<file path="src/rtl/rsd_pkg.sv">
package rsd_pkg;

  typedef enum logic [1:0] {
    TGT_NONE = 2'd0,
    TGT_COL  = 2'd1,
    TGT_ROW  = 2'd2
  } tgt_e;

  // True when every address bit at or above first_bit is zero.
  function automatic logic upper_clear(input logic [31:0] a, input int unsigned first_bit);
    return (a >> first_bit) == 32'd0;
  endfunction

  // Classify a select code against the number of tile latches.
  function automatic tgt_e classify(input logic valid, input int unsigned code,
                                    input int unsigned n_tiles);
    if (!valid)             return TGT_NONE;
    else if (code < n_tiles) return TGT_COL;
    else                    return TGT_ROW;
  endfunction

endpackage

</file>
<file path="src/rtl/rsd_strobe_track.sv">
module rsd_strobe_track (
  input  logic clk,
  input  logic rst,
  input  logic strobe_n,
  output logic release_seen
);
  logic prev_n;

  always_ff @(posedge clk) begin
    if (rst) prev_n <= 1'b1;
    else     prev_n <= strobe_n;
  end

  assign release_seen = !prev_n && strobe_n;
endmodule

</file>
<file path="src/rtl/rsd_bus_capture.sv">
module rsd_bus_capture #(
  parameter int unsigned ADDR_W = 16,
  parameter int unsigned DATA_W = 8
) (
  input  logic              clk,
  input  logic              rst,
  input  logic              any_low,
  input  logic [ADDR_W-1:0] addr_in,
  input  logic [DATA_W-1:0] data_in,
  output logic [ADDR_W-1:0] addr_hold,
  output logic [DATA_W-1:0] data_hold
);
  always_ff @(posedge clk) begin
    if (rst) begin
      addr_hold <= '0;
      data_hold <= '0;
    end else if (any_low) begin
      addr_hold <= addr_in;
      data_hold <= data_in;
    end
  end
endmodule

</file>
<file path="src/rtl/rsd_decoder.sv">
module rsd_decoder
  import rsd_pkg::*;
#(
  parameter int unsigned ADDR_W    = 16,
  parameter int unsigned CODE_W    = 8,
  parameter int unsigned SKIP_W    = 3,
  parameter int unsigned NUM_TILES = 240
) (
  input  logic [ADDR_W-1:0] addr,
  output logic              hit,
  output logic [CODE_W-1:0] code,
  output tgt_e              tgt
);
  localparam int unsigned PAGE_LSB = CODE_W + SKIP_W;

  always_comb begin
    hit  = upper_clear(32'(addr), PAGE_LSB);
    code = addr[CODE_W-1:0];
    tgt  = classify(hit, int'(code), NUM_TILES);
  end
endmodule

</file>
<file path="src/rtl/rsd_tile_bank.sv">
module rsd_tile_bank #(
  parameter int unsigned NUM_TILES = 240,
  parameter int unsigned CODE_W    = 8,
  parameter int unsigned DATA_W    = 8
) (
  input  logic                          clk,
  input  logic                          rst,
  input  logic                          load,
  input  logic [CODE_W-1:0]             code,
  input  logic [DATA_W-1:0]             data,
  output logic [NUM_TILES*DATA_W-1:0]   tiles_q
);
  for (genvar i = 0; i < NUM_TILES; i++) begin : g_tile
    logic sel;
    assign sel = load && (code == CODE_W'(i));
    always_ff @(posedge clk) begin
      if (rst)      tiles_q[i*DATA_W +: DATA_W] <= '0;
      else if (sel) tiles_q[i*DATA_W +: DATA_W] <= data;
    end
  end
endmodule

</file>
<file path="src/rtl/rd_snoop_col_decoder.sv">
module rd_snoop_col_decoder
  import rsd_pkg::*;
#(
  parameter int unsigned ADDR_W    = 16,
  parameter int unsigned DATA_W    = 8,
  parameter int unsigned CODE_W    = 8,
  parameter int unsigned SKIP_W    = 3,
  parameter int unsigned NUM_TILES = 240
) (
  input  logic                        clk,
  input  logic                        rst,
  input  logic [ADDR_W-1:0]           bus_addr,
  input  logic [DATA_W-1:0]           bus_data,
  input  logic                        rd_n,
  input  logic                        wr_n,
  output logic [NUM_TILES*DATA_W-1:0] tiles_q,
  output logic [DATA_W-1:0]           row_q,
  output logic                        col_load,
  output logic [CODE_W-1:0]           col_code,
  output logic                        row_load
);
  localparam int unsigned N_STB = 2;
  localparam int unsigned STB_RD = 0;
  localparam int unsigned STB_WR = 1;

  logic [N_STB-1:0] stb_n;
  logic [N_STB-1:0] stb_release;
  assign stb_n = {wr_n, rd_n};

  for (genvar s = 0; s < N_STB; s++) begin : g_stb
    rsd_strobe_track u_trk (
      .clk(clk), .rst(rst), .strobe_n(stb_n[s]), .release_seen(stb_release[s])
    );
  end

  // Named events for the checker
  logic rd_release, wr_release;
  assign rd_release = stb_release[STB_RD];
  assign wr_release = stb_release[STB_WR];

  logic [ADDR_W-1:0] addr_hold;
  logic [DATA_W-1:0] data_hold;

  rsd_bus_capture #(.ADDR_W(ADDR_W), .DATA_W(DATA_W)) u_cap (
    .clk(clk), .rst(rst), .any_low(!(&stb_n)),
    .addr_in(bus_addr), .data_in(bus_data),
    .addr_hold(addr_hold), .data_hold(data_hold)
  );

  logic              dec_hit;
  logic [CODE_W-1:0] dec_code;
  tgt_e              dec_tgt;

  rsd_decoder #(.ADDR_W(ADDR_W), .CODE_W(CODE_W), .SKIP_W(SKIP_W),
                .NUM_TILES(NUM_TILES)) u_dec (
    .addr(addr_hold), .hit(dec_hit), .code(dec_code), .tgt(dec_tgt)
  );

  logic tile_wr_en, row_wr_en;
  assign tile_wr_en = rd_release && (dec_tgt == TGT_COL);
  assign row_wr_en  = wr_release && (dec_tgt == TGT_ROW);

  rsd_tile_bank #(.NUM_TILES(NUM_TILES), .CODE_W(CODE_W), .DATA_W(DATA_W)) u_bank (
    .clk(clk), .rst(rst), .load(tile_wr_en), .code(dec_code),
    .data(data_hold), .tiles_q(tiles_q)
  );

  always_ff @(posedge clk) begin
    if (rst) begin
      row_q    <= '0;
      row_load <= 1'b0;
      col_load <= 1'b0;
      col_code <= '0;
    end else begin
      row_load <= row_wr_en;
      col_load <= tile_wr_en;
      if (row_wr_en)  row_q    <= data_hold;
      if (tile_wr_en) col_code <= dec_code;
    end
  end
endmodule

</file>
<file path="config.mk">
export PLATFORM = sky130hd
export DESIGN_NAME = rd_snoop_col_decoder
export DESIGN_NICKNAME = d
export VERILOG_FILES = /design/src/rtl/rsd_pkg.sv /design/src/rtl/rsd_strobe_track.sv /design/src/rtl/rsd_bus_capture.sv /design/src/rtl/rsd_decoder.sv /design/src/rtl/rsd_tile_bank.sv /design/src/rtl/rd_snoop_col_decoder.sv
export SDC_FILE = /design/constraint.sdc
export NUM_CORES = 2
export LEC_CHECK = 0
export BUFFER_PORTS_ARGS = -buffer_cell sky130_fd_sc_hd__buf_2
export CAP_MARGIN = 0
export CORE_AREA = 2 2 761 763
export CTS_CLUSTER_DIAMETER = 50
export DETAILED_ROUTE_END_ITERATION = 10
export DIE_AREA = 0 0 763 765
export MAX_ROUTING_LAYER = met4
export PLACE_DENSITY = 0.3
export SLEW_MARGIN = 20
export SYNTH_ARGS = -nofsm -noshare
export SYNTH_HDL_FRONTEND = slang
export SYNTH_SLANG_ARGS = --single-unit
</file>
<file path="constraint.sdc">
create_clock -name clk -period 2 [get_ports clk]
set_input_delay 0.6 -clock clk [delete_from_list [all_inputs] [get_ports clk]]
set_output_delay 0.6 -clock clk [all_outputs]
set_load 0.005 [all_outputs]
</file>
# [Yosys cells after proc, flatten, opt, wreduce, memory -nomap -nowiden]
# Index checks and enable logic that the tools add are counted.
[classes] mux=2 eq_ne=241 n_reduce_logical=249 order_cmp=1
[ops] operator="$eq 8x8->1 const B" count=112
[ops] operator="$eq 8x7->1 const B" count=64
[ops] operator="$eq 8x6->1 const B" count=32
[ops] operator="$logic_and 1x1->1" count=244
[ops] operator="$eq 8x5->1 const B" count=16
[ops] operator="$eq 8x4->1 const B" count=8
[ops] operator="$eq 8x3->1 const B" count=4
[ops] operator="$logic_not 32->1" count=1
[ops] operator="$eq 8x2->1 const B" count=2
[ops] operator="$eq 8x1->1 const B" count=1
[ops] operator="$logic_not 8->1" count=1
[ops] operator="$lt 8x8->1 const B" count=1
[ops] operator="$mux 2" count=2
[ops] operator="$eq 2x1->1 const B" count=1
[ops] operator="$eq 2x2->1 const B" count=1
[ops] operator="$logic_not 1->1" count=2
[ops] operator="$reduce_and 2->1" count=1
[totals] wordCells=741 input_bits=28 out_inout_bits=1938 register_bits=1964

# [Logic depth before layout (Yosys ltp)]
[depth] ltp_word=6 ltp_mapped=6 mapped_depth_nobuf=3

# [Hierarchy]
# From an unflattened synthesis, not the netlist that was laid out.
[unflattened] hier_cells=6728 hier_area_um2=77817.1
[by_module_without_submodules] module="rsd_tile_bank" cells_per_inst=6556 n_inst=1 area_per_inst_um2=75982.9 seq_area_each_um2=38436.9
[by_module_without_submodules] module="rsd_bus_capture" cells_per_inst=77 n_inst=1 area_per_inst_um2=869.6 seq_area_each_um2=480.5
[by_module_without_submodules] module="rd_snoop_col_decoder" cells_per_inst=76 n_inst=1 area_per_inst_um2=793.3 seq_area_each_um2=360.3
[by_module_without_submodules] module="rsd_decoder" cells_per_inst=13 n_inst=1 area_per_inst_um2=106.4 seq_area_each_um2=0.0
[by_module_without_submodules] module="rsd_strobe_track" cells_per_inst=3 n_inst=2 area_per_inst_um2=32.5 seq_area_each_um2=20.0

# [Least setup slack after synthesis]
# OpenSTA, ideal clock, no wires.
[synth_path] path_kind="input-to-reg" start="input port rst" end="register u_bank.tiles_q[0]" setup_slack_ns=0.121 setup_time_ns=0.132 path_stages=6 arrival_time_ns=1.747 path_cell_list="clkbuf_1 > nand2b_1 > clkbuf_1 > clkbuf_1 > buf_1 > mux2i_1"
[synth_rtl] element="start, declared" line="rd_snoop_col_decoder.sv:11" rtl="input logic rst,"
[synth_rtl] element="end signal, assigned by index" line="rsd_tile_bank.sv:18" rtl="else if (sel) tiles_q[i*DATA_W +: DATA_W] <= data;"
[synth_rtl] element="end, declared" line="rsd_tile_bank.sv:11" rtl="output logic [NUM_TILES*DATA_W-1:0] tiles_q"

# [Worst setup path after layout]
[layout_path] start="register u_bank.tiles_q[814]" end="output port tiles_q[814]"
[layout_rtl] element="end, declared" line="rd_snoop_col_decoder.sv:16" rtl="output logic [NUM_TILES*DATA_W-1:0] tiles_q,"
# No word-level cell between the ends.

==> results.json <==
{
  "worst_slack_ns": -0.0960,
  "vias": 61771,
  "yosysSeqAreaShare": 0.503,
  "drt-met1-wl_um": 174000,
  "cp_slowest_stage_delay_ns": 0.41,
  "min_period_ns": 2.10,
  "ys.flop_type": "dfxtp_1",
  "synth_cells": 6747,
  "swShare": 0.243,
  "antenna_found_initial": 30,
  "crit_family": "flip-flops",
  "top_layer": "met4",
  "hp-start": "rst",
  "hold_viol": 0,
  "setup_tns_ns": -1.85,
  "io_buffers": 1962,
  "p_leak_uw": 0.0669,
  "cp_num_buf_inv": 1,
  "post_drt_wl_per_cell_um": 23.9,
  "ys_warn_count": 0,
  "worstReg2RegStart": "u_cap.addr_hold[11]$_SDFFE_PP0N_",
  "io_pins": 1966,
  "root_buffer": "clkbuf_16",
  "grt_pass1_vias": 63202,
  "p_clk_frac": 0.577,
  "synth-edff-count": 0,
  "yosys.area.top_type": "dfxtp_1",
  "yosysMostFrequentCell": "dfxtp_1",
  "cp.arrival_ns": 1.50,
  "tightest_slew_ns": 0.518,
  "syn-num-nets": 6775,
  "status": "finished, violations left",
  "slew_headroom": 0.655,
  "cp_cell_sequence": "buf_6",
  "maxSlewViolCount": 0,
  "cts_tree": "built",
  "fp.dieW_um": 763,
  "grt_max_degree": 83,
  "seq_power_share": 0.373,
  "met3_length_um": 37300,
  "area_delta_synth_final_pct": 73.1,
  "grt-ovfl-total": 0,
  "wl_um": 422000,
  "coreArea_um2": 576000,
  "p_int_uw": 79300,
  "yosys.area.top_type_share": 0.503,
  "final_util": 0.235,
  "crit_fanout": 2,
  "finalClockSkew_ns": 0.0660,
  "numCtsBuffers": 328,
  "drc": 0,
  "placement.cell_area_um2": 104000,
  "hold_ws_ns": 0.229,
  "cap_violations": 0,
  "rows": 279,
  "required_ns": 1.40,
  "die_y_um": 765,
  "drive_above_1_share": 0.601,
  "cts_max_level": 5,
  "start_kind": "register",
  "hp-class": "input port to register",
  "nets": 9840,
  "violations": "negative setup slack",
  "syn_area_um2": 78100,
  "fmax_ghz": 0.477,
  "clock_latency_ns": 0.95,
  "peakVddDrop_v": 0.000646,
  "avgSynthCellArea_um2": 11.6,
  "start_util": 0.136,
  "gp_congestion": 0.766,
  "setup_viol": 158,
  "synth_common_cells": "dfxtp_1 (1961), nand2b_1 (1953), mux2i_1 (1936)",
  "p_per_area_nw_per_um2": 776,
  "placedCellCount": 16410,
  "yosys_register_bits": 1961,
  "rsz0062_at_grt": "true",
  "yosys-top-cells-area": "dfxtp_1 (50%), mux2i_1 (25%), nand2b_1 (16%)",
  "clock-sinks": 1961,
  "die_area_um2": 584000,
  "dp_hpwl_um": 311000,
  "cp-end-kind": "primary output",
  "vias_per_cell": 3.49,
  "stdcell_count": 17678,
  "yosysUniqueCellTypes": 26,
  "clk_pin_slew_ns": 0.04,
  "critPathSlowestCell": "dfxtp_4",
  "ant_nets": 0,
  "dr.pass1.iters": 5,
  "startpoint": "u_bank.tiles_q[814]$_SDFFE_PP0P_",
  "grtUsageTotal": 0.139,
  "wl_met2_um": 200000,
  "dr.first_iter.drc_count": 2292,
  "postSynth.asyncResetShare": 0,
  "grt_pass1_wl_um": 555000,
  "fin_area_um2": 135000,
  "cts_buffer_depth": 4,
  "timing.final.crit_share": 1.05,
  "power_switching_uw": 25500,
  "path_class": "register to primary output",
  "fillCellCount": 61481,
  "p_comb_frac": 0.050
}
sequential cells by signal, indices dropped and copies added (netlist names):
signal              flops
u_bank.tiles_q       1920
u_cap.addr_hold        13
col_code                8
row_q                   8
u_cap.data_hold         8
g_stb.u_trk.prev_n      2
col_load                1
row_load                1
power by group through the flow:
| stage | clock network, µW | logic [µW] | registers [µW] |
|---|---|---|---|
| 3_5_place_dp | 0 | 4670 | 40000 |
| 6_report | 60500 | 5210 | 39100 |
| 2_1_floorplan | 0 | 2210 | 40000 |
| 3_3_place_gp | 0 | 4660 | 40000 |
| 5_1_grt | 64100 | 5510 | 39100 |
| 4_1_cts | 62500 | 4950 | 39100 |
kinds of logic after synthesis:
logic type      Yosys count  share of synthesized area
simple gates           2273                      0.215
flops                  1961                      0.503
mux                    1936                      0.248
buf+inv                 556                     0.0322
compound gates           21                    0.00135
what timing repair did:
action,4_1_cts,5_1_grt
buffers inserted,219,403
endpoints found under the hold margin,24,0
pin swaps,12,34
endpoints found under the setup margin,3109,2778
hold buffers,25,0
gates resized for setup,3299,1218
gates cloned,4,12
layout by cell type (no fill, tap or decap), types with 20 or more instances in the layout:
cell	instances
dlygate4sd3_1	25
dfxtp_2	1918
nand2_1	45
inv_6	20
bufinv_16	42
buf_6	1671
nand4_2	90
clkinv_2	54
clkinvlp_4	27
clkbuf_16	343
clkbuf_8	55
buf_2	311
a21oi_1	21
buf_4	879
nand4_4	151
nand2b_1	1945
dfxtp_4	31
mux2i_1	1933
buf_8	22
clkbuf_1	37
buf_12	353
final timing paths:
path                                            end  slack, ns  cells after the start
hold / removal      u_cap.data_hold[5]$_SDFFE_PP0N_       0.23                      3
setup reg to reg  u_bank.tiles_q[1779]$_SDFFE_PP0P_      -0.03                      7
hold reg to reg    u_bank.tiles_q[757]$_SDFFE_PP0P_       0.47                      2
setup / recovery                       tiles_q[814]       -0.1                      1
routing by layer:
metal | global-route usage | vias up
met1 | 0.159 | 30452
met2 | 0.229 | 1851
met5 | - | -
li1 | - | 28969
met3 | 0.0534 | 499
met4 | 0.0341 | 0
layout make-up:
| type | instances | area, µm² | share of cell area |
|---|---|---|---|
| sequential | 1961 | 41800 | 0.309 |
| multi-input combinational | 4230 | 36800 | 0.272 |
| timing repair buffer | 3291 | 35400 | 0.262 |
| tap | 7587 | 9490 | 0.0703 |
| clock buffer | 423 | 9180 | 0.0679 |
| clock inverter | 173 | 2460 | 0.0182 |
| antenna | 13 | 32.5 | 0.000241 |
per-stage QoR:
stage	power, µW	setup WS [ns]
after CTS	107000	-0.292
after floorplan	42200	0.121
after detailed placement	44700	-0.405
after global routing	109000	-0.221
final	105000	-0.0960
after global placement	44700	-0.406
No activity file was read; power rests on OpenSTA's default activity.
